### src/rtl/flash_unlock_pkg.sv
package flash_unlock_pkg;

    // Settling window length in microseconds
    localparam int unsigned HV_SETTLE_US = 10;

    typedef enum logic [0:0] {
        KEY_IDLE  = 1'b0,
        KEY_ARMED = 1'b1
    } key_st_e;

endpackage

### src/rtl/flash_unlock_addr_chk.sv
module flash_unlock_addr_chk #(
    parameter int unsigned W      = 16,
    parameter int unsigned WIN_LO = 'h1000,
    parameter int unsigned WIN_HI = 'h8FFF
) (
    input  logic [W-1:0] addr,
    output logic         ok
);
    localparam logic [W-1:0] LO_V = W'(WIN_LO);
    localparam logic [W-1:0] HI_V = W'(WIN_HI);

    // An address qualifies for the key when it is even and inside the window
    always_comb begin
        ok = (addr[0] == 1'b0) && (addr >= LO_V) && (addr <= HI_V);
    end
endmodule

### src/rtl/flash_unlock_seq.sv
module flash_unlock_seq
    import flash_unlock_pkg::*;
#(
    parameter int unsigned W         = 16,
    parameter int unsigned CTRL_ADDR = 'h1000
) (
    input  logic         clk,
    input  logic         rst,
    input  logic         wr_en,
    input  logic [W-1:0] wr_addr,
    input  logic [W-1:0] wr_data,
    input  logic         oth_en,
    input  logic         addr_ok,
    output logic         wmode,
    output logic         unlock_now
);
    localparam logic [W-1:0] CTRL_V = W'(CTRL_ADDR);

    typedef struct packed {
        key_st_e      st;
        logic [W-1:0] key;
        logic         wm;
    } seq_t;

    seq_t seq_d, seq_q;

    always_comb begin
        seq_d = seq_q;
        if (!seq_q.wm) begin
            unique case (seq_q.st)
                KEY_IDLE: begin
                    if (wr_en && !oth_en && addr_ok && (wr_addr == CTRL_V)) begin
                        seq_d.st  = KEY_ARMED;
                        seq_d.key = wr_data;
                    end
                end
                KEY_ARMED: begin
                    if (oth_en) begin
                        seq_d.st = KEY_IDLE;
                    end else if (wr_en) begin
                        seq_d.st = KEY_IDLE;
                        if (addr_ok && (wr_addr == seq_q.key) && (wr_data == seq_q.key)) begin
                            seq_d.wm = 1'b1;
                        end
                    end
                end
                default: seq_d.st = KEY_IDLE;
            endcase
        end
        unlock_now = seq_d.wm && !seq_q.wm;
    end

    always_ff @(posedge clk) begin
        if (rst) begin
            seq_q <= '{st: KEY_IDLE, key: '0, wm: 1'b0};
        end else begin
            seq_q <= seq_d;
        end
    end

    assign wmode = seq_q.wm;

    // write mode never drops without reset
    p_wmode_hold_r7: assert property (@(posedge clk) disable iff (rst)
        seq_q.wm |=> seq_q.wm);

    // write mode only follows an armed detector
    p_unlock_from_armed_r3: assert property (@(posedge clk) disable iff (rst)
        $rose(seq_q.wm) |-> $past(seq_q.st == KEY_ARMED));

    // an interrupting access disarms without unlocking
    p_abort_other_r6: assert property (@(posedge clk) disable iff (rst)
        (seq_q.st == KEY_ARMED && !seq_q.wm && oth_en) |=> (seq_q.st == KEY_IDLE && !seq_q.wm));
endmodule

### src/rtl/flash_unlock_hv_timer.sv
module flash_unlock_hv_timer
    import flash_unlock_pkg::*;
#(
    parameter int unsigned CLK_PER_US = 50
) (
    input  logic clk,
    input  logic rst,
    input  logic wmode,
    input  logic unlock_now,
    input  logic cmd_en,
    input  logic err_clr,
    output logic hv_ready,
    output logic cmd_accept,
    output logic seq_err
);
    localparam int unsigned DLY    = HV_SETTLE_US * CLK_PER_US;
    localparam int unsigned CW     = $clog2(DLY + 1);
    localparam logic [CW-1:0] DLY_V = CW'(DLY);

    typedef struct packed {
        logic [CW-1:0] cnt;
        logic          err;
        logic          acc;
    } tmr_t;

    tmr_t tmr_d, tmr_q;
    logic ready;
    logic early;

    always_comb begin
        ready = wmode && (tmr_q.cnt == '0);
        early = cmd_en && wmode && !ready;
        tmr_d = tmr_q;
        if (unlock_now) begin
            tmr_d.cnt = DLY_V;
        end else if (tmr_q.cnt != '0) begin
            tmr_d.cnt = tmr_q.cnt - 1'b1;
        end
        tmr_d.acc = cmd_en && ready;
        if (early) begin
            tmr_d.err = 1'b1;
        end else if (err_clr) begin
            tmr_d.err = 1'b0;
        end
    end

    always_ff @(posedge clk) begin
        if (rst) begin
            tmr_q <= '{cnt: '0, err: 1'b0, acc: 1'b0};
        end else begin
            tmr_q <= tmr_d;
        end
    end

    assign hv_ready   = ready;
    assign cmd_accept = tmr_q.acc;
    assign seq_err    = tmr_q.err;

    // the settling counter is full on the first write-mode cycle
    p_load_on_unlock_r8: assert property (@(posedge clk) disable iff (rst)
        $rose(wmode) |-> (tmr_q.cnt == DLY_V));

    // an accept is only ever given for a command seen while ready
    p_accept_ready_r10: assert property (@(posedge clk) disable iff (rst)
        tmr_q.acc |-> $past(ready && cmd_en));

    // an early command always leaves the error flag set
    p_early_err_r9: assert property (@(posedge clk) disable iff (rst)
        early |=> tmr_q.err);

    // the error flag only drops on a clear strobe
    p_err_hold_r11: assert property (@(posedge clk) disable iff (rst)
        (tmr_q.err && !err_clr) |=> tmr_q.err);
endmodule

### src/rtl/flash_unlock_guard.sv
module flash_unlock_guard
    import flash_unlock_pkg::*;
#(
    parameter int unsigned W          = 16,
    parameter int unsigned CTRL_ADDR  = 'h1000,
    parameter int unsigned WIN_LO     = 'h1000,
    parameter int unsigned WIN_HI     = 'h8FFF,
    parameter int unsigned CLK_PER_US = 50
) (
    input  logic         clk,
    input  logic         rst,
    input  logic         wr_en,
    input  logic [W-1:0] wr_addr,
    input  logic [W-1:0] wr_data,
    input  logic         oth_en,
    input  logic         cmd_en,
    input  logic         err_clr,
    output logic         wmode,
    output logic         hv_ready,
    output logic         cmd_accept,
    output logic         seq_err
);
    logic addr_ok;
    logic unlock_now;

    flash_unlock_addr_chk #(
        .W      (W),
        .WIN_LO (WIN_LO),
        .WIN_HI (WIN_HI)
    ) u_chk (
        .addr (wr_addr),
        .ok   (addr_ok)
    );

    flash_unlock_seq #(
        .W         (W),
        .CTRL_ADDR (CTRL_ADDR)
    ) u_seq (
        .clk        (clk),
        .rst        (rst),
        .wr_en      (wr_en),
        .wr_addr    (wr_addr),
        .wr_data    (wr_data),
        .oth_en     (oth_en),
        .addr_ok    (addr_ok),
        .wmode      (wmode),
        .unlock_now (unlock_now)
    );

    flash_unlock_hv_timer #(
        .CLK_PER_US (CLK_PER_US)
    ) u_tmr (
        .clk        (clk),
        .rst        (rst),
        .wmode      (wmode),
        .unlock_now (unlock_now),
        .cmd_en     (cmd_en),
        .err_clr    (err_clr),
        .hv_ready   (hv_ready),
        .cmd_accept (cmd_accept),
        .seq_err    (seq_err)
    );

    // write mode is never reached through an odd target address
    p_no_odd_unlock_r4: assert property (@(posedge clk) disable iff (rst)
        unlock_now |-> (wr_addr[0] == 1'b0));

    // ready only with write mode
    p_ready_needs_wmode_r8: assert property (@(posedge clk) disable iff (rst)
        hv_ready |-> wmode);
endmodule

### config.mk
export PLATFORM = sky130hd
export DESIGN_NAME = flash_unlock_guard
export DESIGN_NICKNAME = d
export VERILOG_FILES = /design/src/rtl/flash_unlock_pkg.sv /design/src/rtl/flash_unlock_addr_chk.sv /design/src/rtl/flash_unlock_seq.sv /design/src/rtl/flash_unlock_hv_timer.sv /design/src/rtl/flash_unlock_guard.sv
export SDC_FILE = /design/constraint.sdc
export NUM_CORES = 1
export LEC_CHECK = 0
export BUFFER_PORTS_ARGS = -buffer_cell sky130_fd_sc_hd__clkbuf_2
export CAP_MARGIN = 20
export CORE_MARGIN = 5
export CORE_UTILIZATION = 55
export DETAILED_ROUTE_END_ITERATION = 8
export PLACE_DENSITY_LB_ADDON = 0.15
export SYNTH_ARGS = -nofsm -noshare
export SYNTH_HDL_FRONTEND = slang
export SYNTH_SLANG_ARGS = --single-unit
### constraint.sdc
create_clock -name clk -period 4.6 [get_ports clk]
set_input_delay 0.23 -clock clk [delete_from_list [all_inputs] [get_ports clk]]
set_output_delay 0.23 -clock clk [all_outputs]
set_load 0.02 [all_outputs]
## Yosys cells after proc, flatten, opt, wreduce, memory -nomap -nowiden

Index checks and enable logic that the tools add are counted.

- Eq/ne operators: 3
- $lt $le $gt $ge: 2
- Bitwise logic cells: 3
- $add $sub $neg: 1
- Divide/modulo/power cells: 0
- Reduce and logical (&&, ||, !) cells: 21
- Muxes and demuxes: 13
- Shift-type cells: 0
- Multiply operators: 0

Operators by type and width:

| kind | number |
|---|---|
| $eq 16x16->1 | 2 |
| $mux 9 | 2 |
| $mux 17 | 1 |
| $eq 16x13->1 const B | 1 |
| $ge 16x13->1 const B | 1 |
| $le 16x16->1 const B | 1 |
| $logic_and 1x1->1 | 12 |
| $logic_not 9->1 | 1 |
| $mux 1 | 9 |
| $reduce_bool 9->1 | 1 |
| $sub 9x1->9 const B | 1 |
| $reduce_bool 2->1 | 2 |
| $logic_not 1->1 | 3 |
| $not 1->1 | 3 |
| $reduce_and 3->1 | 1 |
| $pmux 1 s2 | 1 |
| $reduce_or 2->1 | 1 |

- Memory bits (read-only): 0
- RAM bits: 0
- Memories kept: 0
- Flip-flop bits (word level): 29
- Output and inout bits: 4
- Bits in latches: 0
- Input port bits: 38

## Logic depth before layout (Yosys ltp)

- Word-level depth: 12
- Depth in mapped cells: 8
- Mapped depth without buffers: 7

## By module

Synthesis repeated with hierarchy kept, for this count alone.

- Cells, all modules: 216
- Area total of the unflattened synthesis: 1761.7 um2

Modules (own cells, without submodules):

| module | area an instance (um2) | instances | cells an instance |
|---|---|---|---|
| flash_unlock_seq | 1208.7 | 1 | 156 |
| flash_unlock_hv_timer | 533.0 | 1 | 57 |
| flash_unlock_addr_chk | 20.0 | 1 | 3 |

## Worst setup path after synthesis

No wires, ideal clock.

- Path kind: register to register
- Start: register u_seq.seq_q, in the netlist u_seq.wmode
- End: register u_seq.seq_q[10] (netlist bit)
- Arrival time: 1.607 ns
- Path slack: 2.865 ns
- Required time: 4.472 ns
- Period minus slack after synthesis: 1.735 ns
- Path buffers: 2
- Setup time: 0.128 ns
- Stages on the path, launching flop included: 8
- Path through: dfxtp_1 nor4_1 nand4b_1 nor4_2 buf_6 buf_12 mux2i_1 nor2_1

- Word-level cells in the longest chain between the ends: 2

RTL lines:

| what | line | RTL |
|---|---|---|
| start: declaration | flash_unlock_seq.sv:25 | `seq_t seq_d, seq_q;` |
| start signal: assignment | flash_unlock_seq.sv:55 | `seq_q <= '{st: KEY_IDLE, key: '0, wm: 1'b0};` |
| start signal: assignment | flash_unlock_seq.sv:57 | `seq_q <= seq_d;` |
| $not 1->1 (no line) | - |  |
| $reduce_and 3->1 (no line) | - |  |

No other way between the ends.
A chain may end at the register's enable or synchronous reset.

## Worst setup path after layout

- Start: register u_seq.seq_q, in the netlist u_seq.wmode
- End: register u_seq.seq_q[11] (netlist bit)

Same word-level chain as after synthesis.

==> reports/metrics.yaml <==
outcome: "finished, final reports clean"
path_max_fanout: 9
fin_tns_setup_ps: 0
htree_levels: 2
synth-edff-count: 0
worst_slew_pin_slew_ps: 736
gr-usage-all-layers_pct: 19.0
yosysMostFrequentCell: "dfxtp_1"
drt-initial-drc-count: 135
synth_cell_types: 35
async_reset_ff_share_pct: 0
cts-hold-fix-buffers: 0
grt_max_degree: 31
grt_pass1_vias: 1434
wl_per_cell_um: 14.4
syn_nets: 216
grt_overflow_total: 0
max_stage_delay_ps: 660
cts_tree: "yes"
clk_pin_slew_ps: 80
antenna_found_initial: 0
cts_resized: 0
max_freq_ghz: 0.432
synth_top_cells_by_count: "dfxtp_1, xor2_1, nor2_1, mux2i_1, nor3_1"
final_max_slew_viol_count: 0
max_cap_violations: 0
utilization_pct: 67.5
via_per_inst: 5.57
cp_top_family: "simple AND/OR/NAND/NOR gates"
arrival_ps: 2500
place_inst: 244
syn_area_sq_um: 1610
worstSkewPairLatency_ps: 330
muxShareOfSynthArea_pct: 11.3
ys.flop_type: "dfxtp_1"
period_share_pct: 50.4
hpwlAfterDp_um: 2910
synthAdderAreaFrac_pct: 0.778
n_antenna_cell: 0
ys_ff_latch: 29
via_count: 1397
synth-simple-area-share_pct: 26.2
required_ps: 4790
rsz0062_at_grt: "false"
min_path_type: "in2reg"
synth_xor_xnor_area_share_pct: 16.3
routed_wl_um: 3600
layout-drive-gt1-share_pct: 25.0
numCtsBuffers: 5
drc: 0
synth_compound_area_share_pct: 4.98
post_cts_buffers: 0
ant_nets: 0
yosys_warnings: 0
num_rows: 19
initial_core_util_pct: 57.8
yosys.area.top_type: "dfxtp_1"
path_cells: "nor4_1, nand4b_1, nor4_4, buf_4, mux2i_1, nor2_1"
cts.sinks: 29
syn_inst: 177
synthTopCellsByArea: "dfxtp_1, xor2_1, mux2i_1"
maxSlewHeadroom_pct: 50.6
dr.pass1.iters: 4
hold_viol_final: 0
clock-root-buffer: "clkbuf_4"
skew_ps: 6.68
layout.cells.non_filler: 251
ios: 42
die_w_um: 64.1
grt_pass1_wl_um: 6190
setup_viol: 0
p_leak_nw: 0.818
avgSynthCellArea_sq_um: 9.08
vdd_drop_max_v: 0.000289
coreArea_sq_um: 2780
synth_top_family_by_area: "simple AND/OR/NAND/NOR gates"
portBuffers: 41
dieHeight_um: 64.1
path_buf_inv: 1
period_minus_slack_ps: 2320
place.gp.congestion: 0.841
cts.path.max_buffers: 2
dieArea_sq_um: 4100
cp_slowest_cell: "nor4_4"
reg2reg_slack_ps: 2280
area_growth_pct: 16.7
pwr_density_cell_nw_per_um2: 353
start_kind: "flop"
yosys.area.top_type_share_pct: 36.1
end_kind: "flop"
worstSetupPathType: "reg2reg"
nets: 259
synth_seq_area_share_pct: 36.1
## area by class of cell
cell class | instances | area [sq um]
multi-input combinational | 136 | 967
sequential | 29 | 581
timing repair buffer | 42 | 213
clock buffer | 7 | 55.1
tap | 31 | 38.8
fill | 240 | 905
inverter | 6 | 22.5
## placed cells by master, fill, tap and decap left out, types with 6 or more instances in the layout
cell       n
dfxtp_1   29
o21ai_1    6
nor3_1    10
nand2_1    7
clkbuf_2  41
nand3_1    6
nor2_1    23
xor2_1    27
nor4_1     8
mux2i_1   17
## final timing paths
check | startpoint | to | cells after the start
worst min-delay path | cmd_en | u_tmr.cmd_accept$_SDFF_PP0_ | 3
worst min register to register | u_tmr.tmr_q[10]$_SDFFE_PP0P_ | u_tmr.tmr_q[10]$_SDFFE_PP0P_ | 2
worst max register to register | u_seq.wmode$_SDFF_PP0_ | u_seq.seq_q[11]$_SDFFE_PP0P_ | 6
worst max-delay path | u_seq.wmode$_SDFF_PP0_ | u_seq.seq_q[11]$_SDFFE_PP0P_ | 6
## state kept, by name, summed over array words and instances, names as in the netlist
register,cells
u_seq.wmode,1
u_seq.seq_q,17
u_tmr.tmr_q,9
u_tmr.cmd_accept,1
u_tmr.seq_err,1
## power by group
part	total (W)	internal (W)	leakage (nW)	switching (W)
registers	0.000305	0.000277	0.235	0.0000278
logic	0.000202	0.0000924	0.551	0.000110
clock network	0.000155	0.0000720	0.0314	0.0000833
## metrics by stage
| step | hold slack [ps] | total power, W | worst slack, ps | instance area (sq um) |
|---|---|---|---|---|
| after floorplan | 357 | 0.000459 | 2870 | 1610 |
| after global placement | 460 | 0.000502 | 2240 | 1820 |
| after detailed placement | 466 | 0.000513 | 2150 | 1820 |
| after CTS | 114 | 0.000669 | 2270 | 1880 |
| after global routing | 138 | 0.000717 | 2080 | 1880 |
| final | 124 | 0.000662 | 2280 | 1880 |
## worst reg2reg max path: stages, from the launching register on
cell	delay [ps]
dfxtp_1	410
nor4_1	310
nand4b_1	190
nor4_4	660
buf_4	330
mux2i_1	220
nor2_1	70
## cells by family after synthesis
kind of cell	after synthesis
buffers and inverters	12
AO/OA/AOI/OAI	13
flip-flops	29
XOR/XNOR	30
adder cells (fa/ha/maj)	1
multiplexers	18
AND/OR/NAND/NOR	74
## routing by layer
layer | vias to the layer above | global-route usage, % | part of all wire (%)
met4 | 0 | 10.4 | 2.0
met2 | 36 | 32.4 | 50
met1 | 643 | 20.9 | 42
met5 | - | 0 | 0
met3 | 9 | 5.60 | 5.6
li1 | 709 | - | -
Note: power is estimated with default switching activity, not from simulation.
